File: config.mk
export PLATFORM = sky130hd
export DESIGN_NAME = vec_irq_ctrl
export DESIGN_NICKNAME = d
export VERILOG_FILES = /design/src/rtl/vec_irq_pkg.sv /design/src/rtl/vec_irq_prio.sv /design/src/rtl/vec_irq_decode.sv /design/src/rtl/vec_irq_dp.sv /design/src/rtl/vec_irq_ctrl.sv
export SDC_FILE = /design/constraint.sdc
export NUM_CORES = 1
export LEC_CHECK = 0
export CAP_MARGIN = 0
export CORE_ASPECT_RATIO = 1.1
export CORE_UTILIZATION = 70
export DETAILED_ROUTE_END_ITERATION = 10
export DONT_BUFFER_PORTS = 1
export PLACE_DENSITY_LB_ADDON = 0.08
export REMOVE_ABC_BUFFERS = 1
export SYNTH_ARGS = -nofsm -noshare
export SYNTH_HDL_FRONTEND = slang
export SYNTH_SLANG_ARGS = --single-unit
File: constraint.sdc
create_clock -name clk -period 13.7 [get_ports clk]
set_input_delay 0.685 -clock clk [delete_from_list [all_inputs] [get_ports clk]]
set_output_delay 0.685 -clock clk [all_outputs]
set_load 0.01 [all_outputs]
File: src/rtl/vec_irq_pkg.sv
package vec_irq_pkg;

  localparam int REG_ADDR_W    = 3;
  localparam int EN_BIT        = 0;
  localparam int PROMO_EN_BIT  = 1;
  localparam int PROMO_IDX_LSB = 2;
  localparam int LEVEL_LSB     = 13;
  localparam int LEVEL_W       = 3;
  localparam int ACK_BIT       = 0;

  typedef enum logic [2:0] {
    SEL_CFG  = 3'd0,
    SEL_MASK = 3'd1,
    SEL_PEND = 3'd2,
    SEL_SVC  = 3'd3,
    SEL_VEC  = 3'd4,
    SEL_NONE = 3'd7
  } regSel_e;

  typedef struct packed {
    logic    cfgWr;
    logic    maskWr;
    logic    svcClr;
    logic    ack;
    regSel_e rdSel;
  } ctlStrobe_t;

endpackage

File: src/rtl/vec_irq_prio.sv
// Picks the most urgent set bit of a vector: a promoted index first,
// otherwise the lowest index. Rank 0 is the most urgent.
module vec_irq_prio #(
  parameter int NUM_SRC = 32,
  parameter int SRC_W   = 5,
  parameter int RANK_W  = 6
) (
  input  logic [NUM_SRC-1:0] reqVec,
  input  logic               promoEn,
  input  logic [SRC_W-1:0]   promoIdx,
  output logic               hit,
  output logic [SRC_W-1:0]   winIdx,
  output logic [RANK_W-1:0]  winRank
);

  logic promoHit;

  always_comb begin
    winIdx = '0;
    for (int i = NUM_SRC - 1; i >= 0; i--) begin
      if (reqVec[i]) winIdx = SRC_W'(i);
    end
    promoHit = promoEn && (int'(promoIdx) < NUM_SRC) && reqVec[promoIdx];
    if (promoHit) winIdx = promoIdx;
    hit = |reqVec;
    if (promoHit) winRank = '0;
    else          winRank = RANK_W'(winIdx) + RANK_W'(1);
  end

endmodule

File: src/rtl/vec_irq_decode.sv
// Register-port control: turns the write port into datapath strobes.
module vec_irq_decode
  import vec_irq_pkg::*;
(
  input  logic                  regWrEn,
  input  logic [REG_ADDR_W-1:0] regAddr,
  input  logic                  ackBit,
  output ctlStrobe_t            ctlStb
);

  always_comb begin
    ctlStb        = '0;
    ctlStb.rdSel  = SEL_NONE;
    case (regAddr)
      3'd0: ctlStb.rdSel = SEL_CFG;
      3'd1: ctlStb.rdSel = SEL_MASK;
      3'd2: ctlStb.rdSel = SEL_PEND;
      3'd3: ctlStb.rdSel = SEL_SVC;
      3'd4: ctlStb.rdSel = SEL_VEC;
      default: ctlStb.rdSel = SEL_NONE;
    endcase
    if (regWrEn) begin
      ctlStb.cfgWr  = (ctlStb.rdSel == SEL_CFG);
      ctlStb.maskWr = (ctlStb.rdSel == SEL_MASK);
      ctlStb.svcClr = (ctlStb.rdSel == SEL_SVC);
      ctlStb.ack    = (ctlStb.rdSel == SEL_VEC) && ackBit;
    end
  end

endmodule

File: src/rtl/vec_irq_dp.sv
// Register state, eligibility and arbitration.
module vec_irq_dp
  import vec_irq_pkg::*;
#(
  parameter int NUM_SRC = 32
) (
  input  logic                clk,
  input  logic                rstN,
  input  logic [NUM_SRC-1:0]  reqIn,
  input  logic [31:0]         wrData,
  input  ctlStrobe_t          ctlStb,
  output logic [31:0]         rdData,
  output logic                irqOut,
  output logic [LEVEL_W-1:0]  irqLevel,
  output logic [NUM_SRC-1:0]  svcState,
  output logic [NUM_SRC-1:0]  maskState,
  output logic [NUM_SRC-1:0]  pendState,
  output logic                cfgEnState
);

  localparam int SRC_W   = (NUM_SRC > 1) ? $clog2(NUM_SRC) : 1;
  localparam int VEC_W   = $clog2(NUM_SRC + 1);
  localparam int RANK_W  = VEC_W;
  localparam logic [VEC_W-1:0] ERR_VEC = VEC_W'(NUM_SRC);

  logic                 cfgEn;
  logic                 promoEn;
  logic [SRC_W-1:0]     promoIdx;
  logic [LEVEL_W-1:0]   levelReg;
  logic [NUM_SRC-1:0]   maskReg;
  logic [NUM_SRC-1:0]   pendReg;
  logic [NUM_SRC-1:0]   svcReg;
  logic [VEC_W-1:0]     vecReg;
  logic                 irqReg;

  logic [NUM_SRC-1:0]   eligible;
  logic                 eligHit, svcHit, candValid;
  logic [SRC_W-1:0]     eligIdx, svcIdx;
  logic [RANK_W-1:0]    eligRank, svcRank;
  logic [NUM_SRC-1:0]   svcNext;
  logic                 unusedSvcIdx;
  logic                 unusedWrBits;

  assign unusedSvcIdx = ^svcIdx;
  assign unusedWrBits = ^wrData;
  assign eligible     = pendReg & maskReg;

  vec_irq_prio #(.NUM_SRC(NUM_SRC), .SRC_W(SRC_W), .RANK_W(RANK_W)) u_eligPrio (
    .reqVec(eligible), .promoEn(promoEn), .promoIdx(promoIdx),
    .hit(eligHit), .winIdx(eligIdx), .winRank(eligRank)
  );

  vec_irq_prio #(.NUM_SRC(NUM_SRC), .SRC_W(SRC_W), .RANK_W(RANK_W)) u_svcPrio (
    .reqVec(svcReg), .promoEn(promoEn), .promoIdx(promoIdx),
    .hit(svcHit), .winIdx(svcIdx), .winRank(svcRank)
  );

  // A candidate must be strictly more urgent than anything in service.
  assign candValid = eligHit && (!svcHit || (eligRank < svcRank));

  always_comb begin
    svcNext = svcReg;
    if (ctlStb.svcClr) svcNext = svcNext & ~wrData[NUM_SRC-1:0];
    if (ctlStb.ack && candValid) svcNext = svcNext | (NUM_SRC'(1) << eligIdx);
  end

  always_ff @(posedge clk) begin
    if (!rstN) begin
      cfgEn    <= 1'b0;
      promoEn  <= 1'b0;
      promoIdx <= '0;
      levelReg <= '0;
      maskReg  <= '0;
      pendReg  <= '0;
      svcReg   <= '0;
      vecReg   <= '0;
      irqReg   <= 1'b0;
    end else begin
      pendReg <= reqIn;
      svcReg  <= svcNext;
      irqReg  <= cfgEn && candValid;
      if (ctlStb.cfgWr) begin
        cfgEn    <= wrData[EN_BIT];
        promoEn  <= wrData[PROMO_EN_BIT];
        promoIdx <= wrData[PROMO_IDX_LSB +: SRC_W];
        levelReg <= wrData[LEVEL_LSB +: LEVEL_W];
      end
      if (ctlStb.maskWr) maskReg <= wrData[NUM_SRC-1:0];
      if (ctlStb.ack) vecReg <= candValid ? VEC_W'(eligIdx) : ERR_VEC;
    end
  end

  always_comb begin
    rdData = '0;
    case (ctlStb.rdSel)
      SEL_CFG: begin
        rdData[EN_BIT]                  = cfgEn;
        rdData[PROMO_EN_BIT]            = promoEn;
        rdData[PROMO_IDX_LSB +: SRC_W]  = promoIdx;
        rdData[LEVEL_LSB +: LEVEL_W]    = levelReg;
      end
      SEL_MASK: rdData = 32'(maskReg);
      SEL_PEND: rdData = 32'(pendReg);
      SEL_SVC:  rdData = 32'(svcReg);
      SEL_VEC:  rdData = 32'(vecReg);
      default:  rdData = '0;
    endcase
  end

  assign irqOut     = irqReg;
  assign irqLevel   = levelReg;
  assign svcState   = svcReg;
  assign maskState  = maskReg;
  assign pendState  = pendReg;
  assign cfgEnState = cfgEn;

endmodule

File: src/rtl/vec_irq_ctrl.sv
module vec_irq_ctrl
  import vec_irq_pkg::*;
#(
  parameter int NUM_SRC = 32
) (
  input  logic                   clk,
  input  logic                   rstN,
  input  logic [NUM_SRC-1:0]     reqIn,
  input  logic                   regWrEn,
  input  logic [REG_ADDR_W-1:0]  regAddr,
  input  logic [31:0]            regWrData,
  output logic [31:0]            regRdData,
  output logic                   irqOut,
  output logic [LEVEL_W-1:0]     irqLevel
);

  ctlStrobe_t          ctlStb;
  logic [NUM_SRC-1:0]  svcState;
  logic [NUM_SRC-1:0]  maskState;
  logic [NUM_SRC-1:0]  pendState;
  logic                cfgEnState;

  vec_irq_decode u_decode (
    .regWrEn(regWrEn),
    .regAddr(regAddr),
    .ackBit(regWrData[ACK_BIT]),
    .ctlStb(ctlStb)
  );

  vec_irq_dp #(.NUM_SRC(NUM_SRC)) u_dp (
    .clk(clk),
    .rstN(rstN),
    .reqIn(reqIn),
    .wrData(regWrData),
    .ctlStb(ctlStb),
    .rdData(regRdData),
    .irqOut(irqOut),
    .irqLevel(irqLevel),
    .svcState(svcState),
    .maskState(maskState),
    .pendState(pendState),
    .cfgEnState(cfgEnState)
  );

endmodule

==> key figures <==
Place
  – Final HPWL DP: 15.91 mm
  – Setup WS pre-CTS: roughly 8 ns
  – Gp weighted congestion: 0.9970
  – # port buffers: 0

STA
  – Final hold vios: 0
  – Unrepaired setup endpoints after global routing: false
  – Max-slew violations: 0
  – Setup Viol. Count Final: 0
  – Setup slack after layout: 7.608 ns
  – Rel. slew slack: between 10% and 20%
  – Max frequency: 164.1 MHz
  – Slew @ Worst Pin: 1.309 ns
  – Fin crit period: just over 6 ns
  – Final Skew: between 0.015 and 0.02 ns
  – Final setup TNS: 0 ns
  – Final period util: between 40% and 50%

Clock tree
  – CTS tree: built
  – CTS-repair resized insts: 0
  – Post-CTS Setup Inserts: 0
  – TritonCTS buffer count: 17
  – Post-CTS Hold Buffers: 0
  – Clock Sinks: roughly 110
  – Reg clk slew, reported paths: around 0.06 ns
  – Skew-Pair Late Insertion Delay: 0.53 ns
  – Maximum clock insertion buffer count: 2
  – Root buf cell: clkbuf_8
  – H-tree depth: 4

Yosys
  – Post-synthesis sequential area ratio: a little under a third
  – Post-synth top flop: dfxtp_1
  – Warnings from Yosys: 0
  – Post-synth EDFFs: 0
  – Synthesized flop and latch total: about 110
  – Cells after Synth: around 860
  – Synth Cell Area: just over 0.007 mm²
  – Asr flop ratio synth: 0%
  – Synth cell types: 77
  – Syn_area_per_cell: between 8 and 9 µm²

Power and ir drop
  – Combinational share of power: around 7.7%
  – Switching share of power: about a quarter
  – P_int: ~0.6 mW
  – Clock power frac: about half
  – Psw: ~0.22 mW
  – Cell Pwr Density: 108.6 mW/mm²
  – Seq pwr share: 42.1%
  – Leak: about 2.7 nW
  – Worst vdd ir: about 0.000094 V

Outcome
  – Status: complete, but fails checks
  – Failing checks: design-rule violations

Routing
  – Iteration-0 DRC Markers: 729
  – Drt first pass iters: 10
  – DR vias/cell: around 7.3
  – Vias: approximately 7000
  – Routed Antenna Nets: 0
  – WL per Instance: about 24 µm
  – Detailed Route WL: approximately 23 mm
  – # DRC: 3

Hold path
  – Hold path start: rstN
  – Hold Path End: u_dp.pendState[28]
  – Cells on Worst Hold Path: 1
  – Worst hold path type: in2reg

Setup path
  – Crit-path max FO: 20
  – Crit path from: u_dp.promoIdx[0]
  – CP required: between 10 and 15 ns
  – Crit end category: flop
  – R2R Setup Slk: about 7.6 ns
  – Path depth of the worst reg2reg path: 17
  – Reg2reg start: u_dp.promoIdx[0]
  – Crit Path Class: reg2reg
  – Worst reg2reg endpoint: u_dp.svcState[13]
  – CP arrival: 6.49 ns
  – Worst setup SP type: flop

Floorplanning
  – Core Box Area: ~0.0098 mm²
  – Die Area: 0.01053 mm²
  – Num rows: 38
  – Die Width: 97.91 µm
  – IO Count: 106
  – Die Y: about 110 µm
  – Starting Density: between 70% and 80%

Global routing
  – First-pass GRT wire length: 35.16 mm
  – GRT Util Overall: about 44%
  – Largest net degree at the start of global routing: 110
  – Global route overflow: 0
  – Initial antenna violation count: 0
  – Vias in the first global route: between 6000 and 7000

Final layout
  – Nets: between 900 and 1000
  – Fill cell count: around 680
  – Share of cells above drive strength 1: around an eighth
  – Area growth from synthesis to layout: 6.925%
  – Most common cell after layout, fill and taps aside: nand2_1
  – Most frequent cells in the layout: nand2_1, dfxtp_1, nand3_1
  – Ant. Diodes: 0

Job
  – MaxCap Viol Count: 0
-- metal layers --
layer / part of all wire, % / vias to the layer above / global-route usage (%)
met5: 0 / - / 0
met4: 4.3 / 0 / 24.35
met3: 11 / 90 / 9.545
met2: 47 / 496 / 72.18
met1: 37 / 3357 / 53.61
li1: - / 3104 / -
-- layout make-up --
cell class | instances | area (µm²) | share of cell area [%]
sequential | 113 | 2262 | 29.87
multi-input combinational | 674 | 4513 | 59.59
inverter | 14 | 52.55 | 0.6939
tap | 120 | 150.1 | 1.982
clock buffer | 17 | 414.1 | 5.468
clock inverter | 15 | 136.4 | 1.801
timing repair buffer | 6 | 45.04 | 0.5947
-- how the worst max path moves through the flow --
stage | to | depth (start not counted) | slack (ns)
CTS | u_dp.svcState[13] | 17 | 7.70
global route | u_dp.svcState[13] | 17 | 7.29
global placement | u_dp.svcState[10] | 16 | 8.11
detailed placement | u_dp.svcState[13] | 16 | 7.92
floorplan | u_dp.svcState[10] | 16 | 8.89
finish | u_dp.svcState[13] | 17 | 7.61
-- per-stage QoR --
stage / hold WS (ns) / instance area, µm² / std cells / utilization (%) / total power [mW]
finish: 0.2693 / 7574 / 959 / 76.95 / 0.8224
global route: 0.2766 / 7574 / 959 / 76.95 / 0.8370
CTS: 0.2700 / 7574 / 959 / 76.95 / 0.8174
detailed placement: 0.4565 / 7023 / 927 / 71.36 / 0.4136
global placement: 0.4419 / 7023 / 927 / 71.36 / 0.4116
floorplan: 0.4196 / 6825 / 801 / - / 0.3939
-- flip-flops by register name (all words and copies together), names as in the netlist --
name and count:
u_dp.promoEn 1, u_dp.svcState 32, u_dp.irqLevel 3, u_dp.maskState 32
u_dp.vecReg 6, u_dp.promoIdx 5, u_dp.cfgEnState 1, u_dp.irqOut 1
u_dp.pendState 32
-- Yosys cell counts (12+ instances only) --
| master | instances | area (µm²) |
|---|---|---|
| a21boi_0 | 43 | 322.8 |
| mux2i_1 | 17 | 170.2 |
| a22oi_1 | 36 | 270.3 |
| nand2_1 | 173 | 649.4 |
| nand3_1 | 46 | 230.2 |
| inv_1 | 13 | 48.80 |
| nor2b_1 | 15 | 93.84 |
| dfxtp_1 | 113 | 2262 |
| ha_1 | 12 | 150.1 |
| a21oi_1 | 21 | 105.1 |
| o31ai_1 | 18 | 135.1 |
| clkbuf_1 | 37 | 138.9 |
| nand4_1 | 13 | 81.33 |
| mux2_2 | 26 | 292.8 |
| nor2_1 | 44 | 165.2 |
| and2_1 | 36 | 225.2 |
| o21ai_0 | 13 | 65.06 |
| mux4_2 | 16 | 360.4 |
-- cells by family (layout without fill, tap and decap cells) --
family	Yosys count	in the layout	share of synthesized area [%]
mux	59	59	11.62
flops	113	113	31.94
simple gates	382	382	25.90
compound gates	218	218	23.67
fa+ha+maj	12	12	2.120
xor+xnor	3	3	0.3710
buf+inv	72	52	4.381
-- power groups by stage --
stage                     logic (mW)  clock network [mW]  registers [mW]
after floorplan               0.0436                   0           0.350
after global placement        0.0596                   0           0.352
after detailed placement      0.0610                   0           0.353
after CTS                     0.0617               0.410           0.346
after global routing          0.0671               0.423           0.347
final                         0.0634               0.413           0.346
-- worst max-delay path, cell delays in order (launching register included) --
cell,delay (ns)
dfxtp_1,0.88
inv_1,0.36
o311a_1,0.43
o311ai_1,0.08
o2111ai_1,0.32
nand2_2,0.30
mux2i_1,0.40
ha_1,0.27
ha_1,0.24
and3_1,0.15
ha_1,0.17
a21o_1,0.17
a21o_1,0.18
a221oi_1,0.38
o221ai_2,0.24
nor2_2,0.72
nand2_1,0.22
o41ai_1,0.45
Note: power is estimated with default switching activity, not from simulation.
